### config.mk
export PLATFORM = sky130hd
export DESIGN_NAME = winwdt_top
export DESIGN_NICKNAME = d
export VERILOG_FILES = /design/src/rtl/winwdt_pkg.sv /design/src/rtl/winwdt_prescale.sv /design/src/rtl/winwdt_mode.sv /design/src/rtl/winwdt_status.sv /design/src/rtl/winwdt_top.sv
export SDC_FILE = /design/constraint.sdc
export NUM_CORES = 1
export LEC_CHECK = 0
export ABC_AREA = 1
export BUFFER_PORTS_ARGS = -buffer_cell sky130_fd_sc_hd__buf_2
export CAP_MARGIN = 20
export CORE_ASPECT_RATIO = 0.9
export CORE_MARGIN = 5
export CORE_UTILIZATION = 52
export CTS_BUF_LIST = sky130_fd_sc_hd__clkbuf_8 sky130_fd_sc_hd__clkbuf_16
export DETAILED_ROUTE_END_ITERATION = 16
export GPL_TIMING_DRIVEN = 0
export PLACE_DENSITY_LB_ADDON = 0.25
export SYNTH_ARGS = -nofsm -noshare
export SYNTH_HDL_FRONTEND = slang
export SYNTH_SLANG_ARGS = --single-unit
### constraint.sdc
create_clock -name clk -period 3.2 [get_ports clk]
set_input_delay 0.16 -clock clk [delete_from_list [all_inputs] [get_ports clk]]
set_output_delay 0.16 -clock clk [all_outputs]
set_load 0.05 [all_outputs]
### src/rtl/winwdt_pkg.sv
package winwdt_pkg;

    localparam int WDT_CNT_W = 12;
    localparam int WDT_PRE_W = 7;
    localparam int WDT_KEY_W = 8;

    typedef struct packed {
        logic irq_en;
        logic rst_en;
        logic off;
    } wdt_flags_t;

    localparam wdt_flags_t WDT_FLAGS_RST = '{irq_en: 1'b0, rst_en: 1'b1, off: 1'b0};

endpackage

### src/rtl/winwdt_prescale.sv
module winwdt_prescale #(
    parameter int PRE_W = winwdt_pkg::WDT_PRE_W
) (
    input  logic clk,
    input  logic rst_n,
    input  logic tick_i,
    input  logic run_i,
    input  logic clr_i,
    output logic step_o
);
    typedef struct packed {
        logic [PRE_W-1:0] pre;
    } pre_st_t;

    pre_st_t st_d, st_q;

    assign step_o = tick_i && run_i && (&st_q.pre);

    always_comb begin
        st_d = st_q;
        if (clr_i)
            st_d.pre = '0;
        else if (tick_i && run_i)
            st_d.pre = st_q.pre + 1'b1;
    end

    always_ff @(posedge clk or negedge rst_n) begin
        if (!rst_n) st_q <= '0;
        else        st_q <= st_d;
    end


    pre_hold_chk: assert property (@(posedge clk) disable iff (!rst_n)
        (!tick_i && !clr_i) |=> $stable(st_q.pre));

endmodule

### src/rtl/winwdt_mode.sv
module winwdt_mode #(
    parameter int CNT_W = winwdt_pkg::WDT_CNT_W
) (
    input  logic                   clk,
    input  logic                   rst_n,
    input  logic                   wr_i,
    input  logic [CNT_W-1:0]       reload_i,
    input  logic [CNT_W-1:0]       delta_i,
    input  winwdt_pkg::wdt_flags_t flags_i,
    output logic [CNT_W-1:0]       reload_o,
    output logic [CNT_W-1:0]       delta_o,
    output winwdt_pkg::wdt_flags_t flags_o,
    output logic                   load_o
);
    typedef struct packed {
        logic [CNT_W-1:0]       reload;
        logic [CNT_W-1:0]       delta;
        winwdt_pkg::wdt_flags_t flags;
        logic                   lock;
    } mode_st_t;

    mode_st_t st_d, st_q;

    assign load_o   = wr_i && !st_q.lock;
    assign reload_o = st_q.reload;
    assign delta_o  = st_q.delta;
    assign flags_o  = st_q.flags;

    always_comb begin
        st_d = st_q;
        if (load_o) begin
            st_d.reload = reload_i;
            st_d.delta  = delta_i;
            st_d.flags  = flags_i;
            st_d.lock   = 1'b1;
        end
    end

    always_ff @(posedge clk or negedge rst_n) begin
        if (!rst_n) begin
            st_q.reload <= '1;
            st_q.delta  <= '1;
            st_q.flags  <= winwdt_pkg::WDT_FLAGS_RST;
            st_q.lock   <= 1'b0;
        end else begin
            st_q <= st_d;
        end
    end


    mode_locked_chk: assert property (@(posedge clk) disable iff (!rst_n)
        st_q.lock |=> ($stable(st_q.reload) && $stable(st_q.delta) && $stable(st_q.flags)));

endmodule

### src/rtl/winwdt_status.sv
module winwdt_status (
    input  logic                   clk,
    input  logic                   rst_n,
    input  logic                   unf_ev_i,
    input  logic                   err_ev_i,
    input  logic                   rd_i,
    input  winwdt_pkg::wdt_flags_t flags_i,
    output logic                   unf_o,
    output logic                   err_o,
    output logic                   irq_o,
    output logic                   rst_req_o
);
    typedef struct packed {
        logic unf;
        logic err;
        logic rreq;
    } stat_st_t;

    stat_st_t st_d, st_q;

    always_comb begin
        st_d = st_q;
        if (rd_i) begin
            st_d.unf = 1'b0;
            st_d.err = 1'b0;
        end
        if (unf_ev_i) st_d.unf = 1'b1;
        if (err_ev_i) st_d.err = 1'b1;
        st_d.rreq = flags_i.rst_en && (unf_ev_i || err_ev_i);
    end

    always_ff @(posedge clk or negedge rst_n) begin
        if (!rst_n) st_q <= '0;
        else        st_q <= st_d;
    end

    assign unf_o     = st_q.unf;
    assign err_o     = st_q.err;
    assign rst_req_o = st_q.rreq;
    assign irq_o     = flags_i.irq_en && (st_q.unf || st_q.err);


    rd_clear_chk: assert property (@(posedge clk) disable iff (!rst_n)
        (rd_i && !unf_ev_i && !err_ev_i) |=> (!st_q.unf && !st_q.err));


    unf_sticky_chk: assert property (@(posedge clk) disable iff (!rst_n)
        unf_ev_i |=> st_q.unf);

endmodule

### src/rtl/winwdt_top.sv
module winwdt_top #(
    parameter int               CNT_W = winwdt_pkg::WDT_CNT_W,
    parameter int               PRE_W = winwdt_pkg::WDT_PRE_W,
    parameter int               KEY_W = winwdt_pkg::WDT_KEY_W,
    parameter logic [KEY_W-1:0] KEY   = 'hA5
) (
    input  logic             clk,
    input  logic             rst_n,
    input  logic             slow_tick,
    input  logic             mode_wr,
    input  logic [CNT_W-1:0] mode_reload,
    input  logic [CNT_W-1:0] mode_delta,
    input  logic             mode_irq_en,
    input  logic             mode_rst_en,
    input  logic             mode_off,
    input  logic             ctl_wr,
    input  logic [KEY_W-1:0] ctl_key,
    input  logic             ctl_restart,
    input  logic             stat_rd,
    output logic [CNT_W-1:0] count_o,
    output logic             stat_unf,
    output logic             stat_err,
    output logic             irq,
    output logic             rst_req
);
    import winwdt_pkg::*;

    localparam logic [CNT_W-1:0] CNT_ONE = {{(CNT_W-1){1'b0}}, 1'b1};

    typedef struct packed {
        logic [CNT_W-1:0] cnt;
    } cnt_st_t;

    cnt_st_t st_d, st_q;

    logic [CNT_W-1:0] cfg_reload, cfg_delta;
    wdt_flags_t       cfg_flags, new_flags;
    logic             mode_load, step, kick, kick_ok, unf_ev, err_ev;

    assign new_flags = '{irq_en: mode_irq_en, rst_en: mode_rst_en, off: mode_off};

    winwdt_mode #(.CNT_W(CNT_W)) u_mode (
        .clk      (clk),
        .rst_n    (rst_n),
        .wr_i     (mode_wr),
        .reload_i (mode_reload),
        .delta_i  (mode_delta),
        .flags_i  (new_flags),
        .reload_o (cfg_reload),
        .delta_o  (cfg_delta),
        .flags_o  (cfg_flags),
        .load_o   (mode_load)
    );

    assign kick    = ctl_wr && ctl_restart && (ctl_key == KEY) && !cfg_flags.off && !mode_load;
    assign kick_ok = kick && (st_q.cnt <= cfg_delta);
    assign err_ev  = kick && (st_q.cnt > cfg_delta);

    winwdt_prescale #(.PRE_W(PRE_W)) u_pre (
        .clk    (clk),
        .rst_n  (rst_n),
        .tick_i (slow_tick),
        .run_i  (!cfg_flags.off),
        .clr_i  (mode_load || kick_ok),
        .step_o (step)
    );

    assign unf_ev = step && !mode_load && !kick_ok && (st_q.cnt == CNT_ONE);

    always_comb begin
        st_d = st_q;
        if (mode_load)
            st_d.cnt = mode_reload;
        else if (kick_ok)
            st_d.cnt = cfg_reload;
        else if (step && (st_q.cnt != '0))
            st_d.cnt = st_q.cnt - 1'b1;
    end

    always_ff @(posedge clk or negedge rst_n) begin
        if (!rst_n) st_q.cnt <= '1;
        else        st_q     <= st_d;
    end

    winwdt_status u_stat (
        .clk       (clk),
        .rst_n     (rst_n),
        .unf_ev_i  (unf_ev),
        .err_ev_i  (err_ev),
        .rd_i      (stat_rd),
        .flags_i   (cfg_flags),
        .unf_o     (stat_unf),
        .err_o     (stat_err),
        .irq_o     (irq),
        .rst_req_o (rst_req)
    );

    assign count_o = st_q.cnt;


    cnt_move_chk: assert property (@(posedge clk) disable iff (!rst_n)
        (st_q.cnt != $past(st_q.cnt)) |->
            ((st_q.cnt == $past(st_q.cnt) - 1'b1) || (st_q.cnt == cfg_reload)));


    early_kick_chk: assert property (@(posedge clk) disable iff (!rst_n)
        (ctl_wr && ctl_restart && (ctl_key == KEY) && !mode_wr && !cfg_flags.off
         && (st_q.cnt > cfg_delta)) |=> ($stable(st_q.cnt) && stat_err));


    zero_hold_chk: assert property (@(posedge clk) disable iff (!rst_n)
        ((st_q.cnt == '0) && !mode_wr && !ctl_wr) |=> (st_q.cnt == '0));


    off_quiet_chk: assert property (@(posedge clk) disable iff (!rst_n)
        cfg_flags.off |=> (!rst_req && $stable(st_q.cnt)));

endmodule

==> reports/metrics.cfg <==
[status]
status = completed

[global_routing]
grt_pass1_vias = 2538
grt_pass1_wl_um = 11600
overflow = 0
grt_usage = 0.191
antenna_found_initial = 0
grt_max_degree = 51

[floorplan]
die_h_um = 82.2
core_mm2 = 0.00566
rows = 26
die_w_um = 90.3
start_util = 0.533
io_pins = 58
die_area_mm2 = 0.00742

[clocking]
clkTransAtPathRegs_ps = 90
cts_buffer_depth = 2
clockRootBuffer = clkbuf_8
clock_latency_ps = 310
cts_num_sinks = 50
htreeDepth = 2
cts_resized = 0
cts_tree = done
cts_made_buffers = 5

[logic_synthesis]
synth.area.mux_share = 0
synth_top_family_by_area = simple AND/OR/NAND/NOR gates
syn_inst = 388
synth_ff_type = dfstp_2
synth_compound_area_frac = 0.0759
yosys_warnings = 0
synth-edff-count = 0
synth_cell_types = 36
synthSimpleGateAreaFrac = 0.321
syn-cell-area_mm2 = 0.00302
synth_seq_cells = 50
async_flop_share = 1.00
synth-xor-area-share = 0.0232
synth_area_per_cell_um2 = 7.77
synth_nets = 445
synth_fa_ha_area_frac = 0.0622
yosysSeqAreaShare = 0.430

[min_path]
holdPathStages = 3
min_from = mode_delta[0]
min_to = u_mode.delta_o[0]
min_path_type = primary input to flip-flop

[job]
maxCapViolations = 0

[sta]
slew_headroom = 0.629
rsz0062_at_grt = no
setup_viol = 0
setup_slack_ps = 1010
drv_slew = 0
max_clock_freq_mhz = 456
worst_clock_skew_ps = 9.95
finalHoldViolations = 0
worst_slew_pin_slew_ps = 557
layout_min_cycle_time_ps = 2190
setup_tns_ps = 0
post-route-period-util = 0.685
whs_ps = 38.9

[pwr]
leakage_uw = 0.00205
cellPowerDensity_mw_per_mm2 = 345
p_int_uw = 990
power.share.switching = 0.195
combPwrFrac = 0.037
seqPwrFrac = 0.516
clockPowerShare = 0.447
power.switching_uw = 239
irDropWorstVdd_uv = 337

[worst_setup_path]
critPathBufInv = 2
cp.required_ps = 3440
crit_fanout = 8
cpPeakStageDelay_ps = 530
cpLargestDelayFamily = simple AND/OR/NAND/NOR gates
regToRegSetupSlack_ps = 1010
crit_chain = inv_1 -> ha_1 -> nand2_1 -> inv_1 -> nand2_2 -> nor2_4 -> nand4_2 -> nand2_4 -> nand2_1 -> o21ai_1 -> nor2_1 -> nor2_1
cp_slowest_cell = dfstp_2
path_class = flip-flop to flip-flop
r2r-start = u_mode.delta_o[11]
critPathLaunchType = flip-flop
cp_data_arrival_time_ps = 2430
reg2reg_depth = 12
end_kind = flip-flop
r2r_end = count_o[10]

[place]
numPortBuffers = 57
dp_hpwl_um = 5130
gp_congestion = 0.865
dp_slack_ps = 1060

[detailed_routing]
routed_via_density = 4.98
vias = 2615
drtPass1Iterations = 5
wl_um = 6680
wire_per_inst_um = 12.7
drtIter0Drc = 93
drcViolationCount = 0
drtAntennaViolNets = 0

[final_layout]
final_common_cell = nand2_1
drive_gt1_frac = 0.292
n_antenna_cell = 0
mostFrequentLayoutCells = 131 x nand2_1, 58 x buf_2, 55 x inv_1
final_util = 0.629
syn_to_final_growth_pct = 18.1
nets = 511

==> Yosys cell counts, types with 2 or more instances <==
cell      count  area [um2]
nand2_2       2        12.5
nor2_4        4        45.0
nand4_1       5        31.3
inv_1        55         206
nand4_2       2        25.0
o21ai_1       3        15.0
dfstp_2      37         972
dfrtp_1      13         325
nor2_1       29         109
nor3_1        3        15.0
ha_1         15         188
xor2_1        3        26.3
inv_2         2        7.51
xnor2_1       5        43.8
buf_6         2        22.5
nor3_2        2        20.0
nand2_4       5        56.3
a21oi_1       9        45.0
a31o_2        2        17.5
clkbuf_1      4        15.0
nand3_1      23         115
o21ai_0      19        95.1
nand2_1     131         492
==> logic make-up (layout without fill, tap and decap cells) <==
| logic type | Yosys count | count (layout) |
|---|---|---|
| xor+xnor | 8 | 8 |
| flops | 50 | 50 |
| compound gates | 39 | 39 |
| fa+ha+maj | 15 | 15 |
| simple gates | 211 | 211 |
| buf+inv | 65 | 132 |
==> repair_timing <==
item / in CTS / in global routing
buffers inserted: 0 / 0
hold endpoints to repair: 0 / 8
hold buffers: 0 / 1
==> metrics by stage <==
step | power (uW) | std cells | area, um2
floorplan | 648 | 388 | 3020
global placement | 686 | 515 | 3390
detailed placement | 687 | 515 | 3390
CTS | 1230 | 523 | 3530
global route | 1270 | 525 | 3560
finish | 1230 | 525 | 3560
==> power groups by stage <==
stage	Clock (uW)	Combinational, uW	Sequential, uW
after floorplan	0	3.71	644
after global placement	0	41.9	644
after detailed placement	0	42.7	644
after CTS	556	42.9	634
after global routing	583	51.9	634
final	550	45.3	634
==> flip-flops by register name, indices dropped and copies added (netlist names) <==
signal,cells
u_stat.rst_req_o,1
u_mode.reload_o,12
u_pre.st_q,7
u_mode.delta_o,12
count_o,12
u_stat.err_o,1
u_mode.flags_o,3
u_mode.st_q,1
u_stat.unf_o,1
==> final cells by class <==
class,instances,area (um2)
Buffer,8,50.0
Clock buffer,6,82.6
Clock inverter,2,60.1
Fill cell,514,2100
Inverter,57,214
Multi-Input combinational cell,273,1450
Sequential cell,50,1300
Tap cell,70,87.6
Timing Repair Buffer,59,315
==> worst reg2reg max path: stages (launching register included) <==
cell     delay (ps)
dfstp_2         530
inv_1            50
ha_1            280
nand2_1          60
inv_1            60
nand2_2          70
nor2_4          120
nand4_2         130
nand2_4         170
nand2_1         200
o21ai_1         270
nor2_1           80
nor2_1          100
==> per-layer routing <==
metal	wire, um	up-vias	track usage
met3	272	8	0.0335
met4	68	0	0.0491
li1	-	1345	-
met5	0	-	0
met1	3090	1214	0.245
met2	3250	48	0.338
==> how the worst max path moves through the flow <==
stage	startpoint	endpoint	slack, ps	cells past startpoint
finish	u_mode.delta_o[11]	count_o[10]	1010	12
global route	u_mode.delta_o[9]	count_o[10]	860	12
CTS	u_mode.delta_o[11]	count_o[10]	1020	12
detailed placement	u_mode.delta_o[9]	count_o[10]	1060	12
global placement	u_mode.delta_o[11]	count_o[10]	1100	12
floorplan	count_o[3]	count_o[5]	1190	13
Note: power is estimated with default switching activity, not from simulation.
